[src/rtl/simt_div_pkg.sv]
package simt_div_pkg;
    parameter int SIMT_LANES = 32;
    parameter int SIMT_PC_W  = 32;

    typedef logic [SIMT_LANES-1:0] lane_mask_t;
    typedef logic [SIMT_PC_W-1:0]  pc_t;

    // One parked context: which threads, where they resume, where they rejoin
    typedef struct packed {
        lane_mask_t mask;
        pc_t        resume_pc;
        pc_t        join_pc;
    } frame_t;
endpackage

[src/rtl/simt_branch_split.sv]
module simt_branch_split
    import simt_div_pkg::*;
(
    input  lane_mask_t active,
    input  lane_mask_t taken,
    output lane_mask_t on_path,
    output lane_mask_t off_path,
    output logic       all_take,
    output logic       none_take
);
    always_comb begin
        on_path   = active & taken;
        off_path  = active & ~taken;
        all_take  = (off_path == '0);
        none_take = (on_path == '0);
    end
endmodule

[src/rtl/simt_frame_store.sv]
module simt_frame_store
    import simt_div_pkg::*;
#(
    parameter int DEPTH = 8,
    parameter int SP_W  = $clog2(DEPTH + 1)
) (
    input  logic            clk,
    input  logic            rst_n,
    input  logic            push_en,
    input  logic [SP_W-1:0] base,
    input  frame_t          lo_frame,
    input  frame_t          hi_frame,
    input  logic [SP_W-1:0] rd_idx,
    output frame_t          rd_frame
);
    localparam int IDX_W = (DEPTH > 1) ? $clog2(DEPTH) : 1;

    frame_t slots_q [DEPTH];
    logic [SP_W-1:0] base_p1;

    assign base_p1 = base + 1'b1;

    for (genvar i = 0; i < DEPTH; i++) begin : g_slot
        localparam logic [SP_W-1:0] SLOT = SP_W'(i);
        always_ff @(posedge clk or negedge rst_n) begin
            if (!rst_n) begin
                slots_q[i] <= '0;
            end else if (push_en && base == SLOT) begin
                slots_q[i] <= lo_frame;
            end else if (push_en && base_p1 == SLOT) begin
                slots_q[i] <= hi_frame;
            end
        end
    end

    always_comb begin
        if (rd_idx < SP_W'(DEPTH)) begin
            rd_frame = slots_q[rd_idx[IDX_W-1:0]];
        end else begin
            rd_frame = '0;
        end
    end
endmodule

[src/rtl/simt_div_stack.sv]
module simt_div_stack
    import simt_div_pkg::*;
#(
    parameter int DEPTH = 8
) (
    input  logic                  clk,
    input  logic                  rst_n,
    input  logic                  br_valid,
    input  logic [SIMT_LANES-1:0] br_taken,
    input  logic [SIMT_PC_W-1:0]  br_target,
    input  logic [SIMT_PC_W-1:0]  br_fallthru,
    input  logic [SIMT_PC_W-1:0]  br_reconv,
    input  logic [SIMT_PC_W-1:0]  cur_pc,
    output logic [SIMT_LANES-1:0] active_mask,
    output logic [SIMT_PC_W-1:0]  next_pc,
    output logic                  overflow
);
    localparam int SP_W = $clog2(DEPTH + 1);
    localparam logic [SP_W-1:0] ROOM_MAX = SP_W'(DEPTH - 2);

    typedef struct packed {
        lane_mask_t      mask;
        logic [SP_W-1:0] sp;
        logic            ovf;
    } ctl_t;

    ctl_t       st_d, st_q;
    frame_t     top_frame, lo_frame, hi_frame;
    lane_mask_t on_path, off_path;
    logic       all_take, none_take, push_en, at_join, has_room;
    pc_t        pc_nx;

    simt_branch_split u_split (
        .active    (st_q.mask),
        .taken     (br_taken),
        .on_path   (on_path),
        .off_path  (off_path),
        .all_take  (all_take),
        .none_take (none_take)
    );

    simt_frame_store #(.DEPTH(DEPTH), .SP_W(SP_W)) u_store (
        .clk      (clk),
        .rst_n    (rst_n),
        .push_en  (push_en),
        .base     (st_q.sp),
        .lo_frame (lo_frame),
        .hi_frame (hi_frame),
        .rd_idx   (st_q.sp - 1'b1),
        .rd_frame (top_frame)
    );

    assign at_join  = (st_q.sp != '0) && (cur_pc == top_frame.join_pc);
    assign has_room = (st_q.sp <= ROOM_MAX);

    // Join frame goes below, the other group's frame on top of it
    assign lo_frame = '{mask: st_q.mask, resume_pc: br_reconv,   join_pc: br_reconv};
    assign hi_frame = '{mask: off_path,  resume_pc: br_fallthru, join_pc: br_reconv};

    always_comb begin
        st_d    = st_q;
        push_en = 1'b0;
        pc_nx   = cur_pc + pc_t'(1);
        if (at_join) begin
            st_d.mask = top_frame.mask;
            st_d.sp   = st_q.sp - 1'b1;
            pc_nx     = top_frame.resume_pc;
        end else if (br_valid) begin
            if (all_take) begin
                pc_nx = br_target;
            end else if (none_take) begin
                pc_nx = br_fallthru;
            end else if (has_room) begin
                push_en   = 1'b1;
                st_d.sp   = st_q.sp + SP_W'(2);
                st_d.mask = on_path;
                pc_nx     = br_target;
            end else begin
                st_d.ovf = 1'b1;
                pc_nx    = cur_pc;
            end
        end
    end

    always_ff @(posedge clk or negedge rst_n) begin
        if (!rst_n) begin
            st_q <= '{mask: '1, sp: '0, ovf: 1'b0};
        end else begin
            st_q <= st_d;
        end
    end

    assign active_mask = st_q.mask;
    assign next_pc     = pc_nx;
    assign overflow    = st_q.ovf;
endmodule

[config.mk]
export PLATFORM = sky130hd
export DESIGN_NAME = simt_div_stack
export DESIGN_NICKNAME = d
export VERILOG_FILES = /design/src/rtl/simt_div_pkg.sv /design/src/rtl/simt_branch_split.sv /design/src/rtl/simt_frame_store.sv /design/src/rtl/simt_div_stack.sv
export SDC_FILE = /design/constraint.sdc
export NUM_CORES = 2
export LEC_CHECK = 0
export ABC_AREA = 1
export BUFFER_PORTS_ARGS = -buffer_cell sky130_fd_sc_hd__buf_2
export CAP_MARGIN = 30
export CORE_MARGIN = 4
export CORE_UTILIZATION = 30
export DETAILED_ROUTE_END_ITERATION = 10
export HOLD_SLACK_MARGIN = 0.06
export PLACE_DENSITY_LB_ADDON = 0.25
export SLEW_MARGIN = 20
export SYNTH_ARGS = -nofsm -noshare
export SYNTH_HDL_FRONTEND = slang
export SYNTH_SLANG_ARGS = --single-unit
[constraint.sdc]
create_clock -name clk -period 10.8 [get_ports clk]
set_input_delay 1.08 -clock clk [delete_from_list [all_inputs] [get_ports clk]]
set_output_delay 1.08 -clock clk [all_outputs]
set_load 0.05 [all_outputs]
**Word-level counts from Yosys, hierarchy flattened**

Index checks and enable logic that the tools add are counted.

- Bits in registers: 805
- Output and inout port bits: 65

- Add/subtract/negate cells: 4
- Order comparisons: 3
- Equal/unequal tests: 17
- Mux-type cells: 36
- Bitwise logic cells: 8
- Reduce and logical (&&, ||, !) cells: 34

Operator list:

| operator | number |
|---|---|
| $mux 96 | 19 |
| $bmux 96 s3 | 1 |
| $mux 32 | 5 |
| $mux 37 | 3 |
| $mux 36 | 2 |
| $and 32x32->32 | 2 |
| $logic_not 32->1 | 2 |
| $add 32x1->32 const B | 1 |
| $eq 32x32->1 | 1 |
| $eq 4x3->1 const B | 8 |
| $not 32->32 | 1 |
| $reduce_bool 2->1 | 10 |
| $logic_and 1x1->1 | 17 |
| $eq 4x2->1 const B | 4 |
| $eq 4x1->1 const B | 2 |
| $logic_not 4->1 | 2 |
| $mux 1 | 6 |
| $reduce_and 5->1 | 1 |
| $add 4x1->4 const B | 1 |
| $add 4x2->4 const B | 1 |
| $ge 4x4->1 const B | 1 |
| $le 4x3->1 const B | 1 |
| $lt 4x4->1 const B | 1 |
| $ne 2x1->1 const B | 2 |
| other kinds (5) | 8 |

**Logic depth before layout (Yosys ltp)**

- Depth in word-level cells: 12
- Depth in mapped cells: 31
- Depth with buffers taken out: 20

**By module**

From an unflattened synthesis, not the netlist that was laid out.

- Cells, all modules: 8557
- Area total of the unflattened synthesis: 52235.1 sq um

Modules (own cells, without submodules):

| module | instances | cells each | area an instance (sq um) | seq. area each (sq um) |
|---|---|---|---|---|
| simt_frame_store | 1 | 7431 | 46228.1 | 19218.4 |
| simt_div_stack | 1 | 920 | 5186.2 | 965.9 |
| simt_branch_split | 1 | 206 | 820.8 | 0.0 |

**Worst setup path after synthesis**

OpenSTA, ideal clock, no wires.

- Path kind: register to output
- Start: reg st_q[1] in the netlist's numbering
- End: out next_pc[26]
- Arrival: 5.292 ns
- Data required time: 9.720 ns
- Slack: 4.428 ns
- Stages on the path, launching flop included: 26
- Buffers on the path: 12
- Cell sequence: dfrtp_1 -> buf_4 -> inv_2 -> buf_2 -> buf_2 -> clkbuf_1 -> clkbuf_1 -> clkbuf_1 -> ha_1 -> buf_2 -> inv_2 -> clkbuf_1 -> o211ai_1 -> nand3_1 -> nand3_1 -> nand2_1 -> nand2_1 -> nor2_1 -> nand3_1 -> nor2_1 -> nand3_2 -> buf_4 -> buf_6 -> buf_6 -> buf_2 -> o21ai_0

- Cells in the longest elaborated chain, start to end: 9

Ends and longest elaborated chain:

| what | line | source |
|---|---|---|
| start: declaration | simt_div_stack.sv:27 | `ctl_t st_d, st_q;` |
| start signal: assignment | simt_div_stack.sv:87 | `st_q <= '{mask: '1, sp: '0, ovf: 1'b0};` |
| start signal: assignment | simt_div_stack.sv:89 | `st_q <= st_d;` |
| $sub 4x1->4 | simt_div_stack.sv:49 | `.rd_idx (st_q.sp - 1'b1),` |
| $not 3->4 (not written as such) | simt_frame_store.sv:38 | `rd_frame = slots_q[rd_idx[IDX_W-1:0]];` |
| $bmux 96 s3 | simt_frame_store.sv:38 |  |
| $mux 96 (not written as such) (2 in series) | simt_frame_store.sv:38 |  |
| $mux 96 | simt_frame_store.sv:37 | `if (rd_idx < SP_W'(DEPTH)) begin` |
| $eq 32x32->1 | simt_div_stack.sv:53 | `assign at_join = (st_q.sp != '0) && (cur_pc == top_frame.join_pc);` |
| $logic_and 1x1->1 | simt_div_stack.sv:53 |  |
| $mux 32 * | simt_div_stack.sv:64 | `if (at_join) begin` |
| end: declaration | simt_div_stack.sv:15 | `output logic [SIMT_PC_W-1:0] next_pc,` |

Mark *: on every way between the ends. The rest lies on a longest branch, timed or not. The select of a mux whose other input is x is not followed.

**Final worst setup path**

- Start: reg st_q[1] in the netlist's numbering
- End: out next_pc[10]

The elaborated chain is that of the path after synthesis.

==> results_dict.tcl <==
set metrics [dict create \
    synth-edff-count 0 \
    holdBufCountCts 0 \
    grt_pass1_vias 45600 \
    timing.reg2reg.setup_slack_ps 3220 \
    die_w_um 402 \
    fin_crit_sh_pct 73.6 \
    drt-wirelength-per-cell_um 25.5 \
    grt_antenna_before_repair 10 \
    fillCellCount 16600 \
    grt_first_pass_wirelength_um 321000 \
    dpl.cell_count 8379 \
    hold_viol_final 0 \
    cp-end-kind "output port" \
    drv_cap 0 \
    synth.ff_latch_count 805 \
    drt_wl_total_um 218000 \
    post-dp-hpwl_um 132000 \
    path_clk_slew_ps 60 \
    grt_max_degree 153 \
    rr_worst_depth 22 \
    finalPower_w 0.00666 \
    die-area_mm2 0.162 \
    fmax_mhz 126 \
    fin_setup_tns_ps 0 \
    synth_fa_ha_area_share_pct 0.295 \
    stdcell_area_mm2 0.0522 \
    async_flop_share_pct 100 \
    drv_slew 0 \
    clockRootBuffer "clkbuf_16" \
    vias 49100 \
    peakVddDrop_v 0.000101 \
    dpl-instance-area_mm2 0.0490 \
    critPathRequiredTime_ps 9720 \
    gp_congestion 1.01 \
    drt_pre_antenna_iters 6 \
    grt-ovfl-total 0 \
    final_cell_mix "nand2_1 (2079), nand3_1 (989), dfrtp_1 (772), o21ai_0 (599), nor2_1 (519)" \
    layout.nets 6607 \
    post_cts_resized 0 \
    synth_area_mm2 0.0467 \
    synthCells 6617 \
    ant_nets 0 \
    finalCriticalPeriod_ps 7940 \
    stdcell_count 8558 \
    worstPathArrival_ps 6860 \
    first_iter_violations 6780 \
    rows 144 \
    finalSetupViolations 0 \
    cpMaxStageDelayCell "ha_4" \
    max_stage_delay_ps 1030 \
    fp.coreArea_mm2 0.154 \
    synthFlopType "dfrtp_1" \
    r2r-start "st_q[1]$_DFFE_PN0P_" \
    grtUsageTotal_pct 26.0 \
    final_common_cell "nand2_1" \
    r2r-end "u_store.slots_q[667]$_DFFE_PN0P_" \
    insertion_delay_ps 710 \
    avgSynthCellArea_um2 7.05 \
    synth_nets 6791 \
    synth_top_family_by_area "simple AND/OR/NAND/NOR gates" \
    cp-endpoint "next_pc[10]" \
    htree_levels 3 \
    worst_pin_slew_ps 1080 \
    die_y_um 402 \
    crit_start "st_q[1]$_DFFE_PN0P_" \
    clock_path_buffers 3 \
    synth_mux_area_share_pct 0 \
    post-route-drc-count 0 \
    start_kind "register" \
    holdWs_ps 397 \
    crit_path_cell_trace "inv_8 > ha_4 > inv_6 > buf_4 > nor2_1 > o21ai_0 > nand3_1 > nand4_1 > nand2_1 > nand2_1 > nor2_1 > nand2_1 > nor2_1 > nand3_4 > buf_12 > a31oi_1 > buf_2" \
    synth_compound_area_share_pct 11.0 \
    synth_xor_area_share_pct 0.389 \
    cts_setup_buffers 0 \
    critPathMaxFanout 114 \
    p_leak_nw 24.7 \
    io_pins 228 \
    drive_gt1_share_pct 9.13 \
    rsz0062_at_grt "no" \
    cts_tree "yes" \
    area_growth_pct 11.8 \
    synthDistinctLibCells 46 \
    ys_seq_area_share_pct 43.3 \
    hp-class "input port to asynchronous set/reset pin" \
    power_density_mw_per_mm2 128 \
    crit_type "register to output port" \
    outcome "finished clean" \
    multiInputGateArea_mm2 0.0229 \
    via_per_inst 5.74 \
    relSlewSlack_pct 27.5 \
    initial_core_util_pct 30.2 \
    cts_made_buffers 94 \
    skew_ps 38.9 \
    synth_simple_gate_area_share_pct 36.8 \
    ys_warn_count 0 \
    cts_sinks 805 \
    register_area_mm2 0.0202 \
    io_buffers 227 \
]
cell families after synthesis:
| group | Yosys count |
|---|---|
| buffers and inverters | 904 |
| and+or+nand+nor | 3983 |
| AOI/OAI and AO/OA | 895 |
| DFF | 805 |
| xor gates and xnor gates | 19 |
| adders and majority gates | 11 |
registers in the layout, indices dropped and copies added, names as in the netlist:
name	flops
active_mask	32
overflow	1
st_q	4
u_store.slots_q	768
metrics by stage:
stage               util [%]  worst slack [ps]
finish                  33.8              2860
global route            33.8              2680
CTS                     33.7              2980
detailed placement      31.8              3430
global placement        31.5              3400
floorplan                  -              4430
worst max-delay path: cells and delay by family, from the launching register on:
| family | cells | cell delay [ps] |
|---|---|---|
| AND/OR/NAND/NOR | 9 | 1530 |
| AO/OA/AOI/OAI | 2 | 640 |
| adder cells (fa/ha/maj) | 1 | 1030 |
| flip-flops | 1 | 890 |
| buffers and inverters | 5 | 1940 |
where the power goes:
group	total [W]	switching, W	internal [W]
combinational	0.000359	0.000292	0.0000663
clock	0.00329	0.00140	0.00189
sequential	0.00302	0.00000000000428	0.00302
final cells by class:
| type | instances | area share [%] |
|---|---|---|
| Antenna cell | 7 | 0.0336 |
| Timing Repair Buffer | 338 | 4.51 |
| Multi-Input combinational cell | 4908 | 43.8 |
| Sequential cell | 805 | 38.7 |
| Clock buffer | 145 | 5.34 |
| Inverter | 286 | 2.12 |
| Clock inverter | 25 | 0.559 |
| Tap cell | 2044 | 4.90 |
layer usage:
| layer | track usage, % | vias to the layer above | wire length, um |
|---|---|---|---|
| li1 | - | 21600 | - |
| met1 | 36.5 | 24000 | 90900 |
| met2 | 38.0 | 3038 | 92200 |
| met3 | 7.18 | 467 | 26500 |
| met4 | 9.73 | 4 | 8790 |
| met5 | 0 | - | 22 |
Yosys cell counts, types with 2 or more instances:
| master | n | share of area [%] |
|---|---|---|
| a211oi_1 | 2 | 0.032 |
| a21oi_1 | 49 | 0.53 |
| a22oi_1 | 3 | 0.048 |
| a31oi_1 | 9 | 0.12 |
| a32oi_1 | 2 | 0.038 |
| a41oi_1 | 5 | 0.094 |
| buf_1 | 65 | 0.52 |
| buf_2 | 197 | 2.1 |
| buf_4 | 54 | 0.87 |
| buf_6 | 5 | 0.12 |
| clkbuf_1 | 297 | 2.4 |
| clkinv_1 | 7 | 0.056 |
| dfrtp_1 | 773 | 41 |
| dfstp_2 | 32 | 1.8 |
| ha_1 | 11 | 0.29 |
| inv_1 | 270 | 2.2 |
| inv_2 | 9 | 0.072 |
| nand2_1 | 2081 | 17 |
| nand3_1 | 994 | 11 |
| nand3_2 | 3 | 0.064 |
| nand3b_1 | 25 | 0.40 |
| nand4_1 | 284 | 3.8 |
| nor2_1 | 535 | 4.3 |
| nor2_2 | 6 | 0.080 |
| nor3_1 | 21 | 0.23 |
| nor4_1 | 12 | 0.16 |
| o2111ai_1 | 4 | 0.075 |
| o211ai_1 | 32 | 0.51 |
| o21a_1 | 2 | 0.032 |
| o21ai_0 | 600 | 6.4 |
| o21ai_1 | 44 | 0.47 |
| o21bai_1 | 6 | 0.097 |
| o221a_2 | 11 | 0.27 |
| o221ai_1 | 92 | 1.7 |
| o22ai_1 | 30 | 0.40 |
| o31ai_2 | 3 | 0.080 |
| or2_1 | 2 | 0.027 |
| or2_2 | 17 | 0.23 |
| xor2_1 | 16 | 0.30 |
worst min-delay path by stage:
stage	from	endpoint	depth (start not counted)
final	rst_n	u_store.slots_q[120]$_DFFE_PN0P_	1
after global routing	rst_n	u_store.slots_q[701]$_DFFE_PN0P_	1
after CTS	rst_n	u_store.slots_q[701]$_DFFE_PN0P_	1
after detailed placement	u_store.slots_q[224]$_DFFE_PN0P_	u_store.slots_q[224]$_DFFE_PN0P_	2
after global placement	u_store.slots_q[520]$_DFFE_PN0P_	u_store.slots_q[520]$_DFFE_PN0P_	2
after floorplan	u_store.slots_q[224]$_DFFE_PN0P_	u_store.slots_q[224]$_DFFE_PN0P_	2
(Power assumes the default switching activity.)
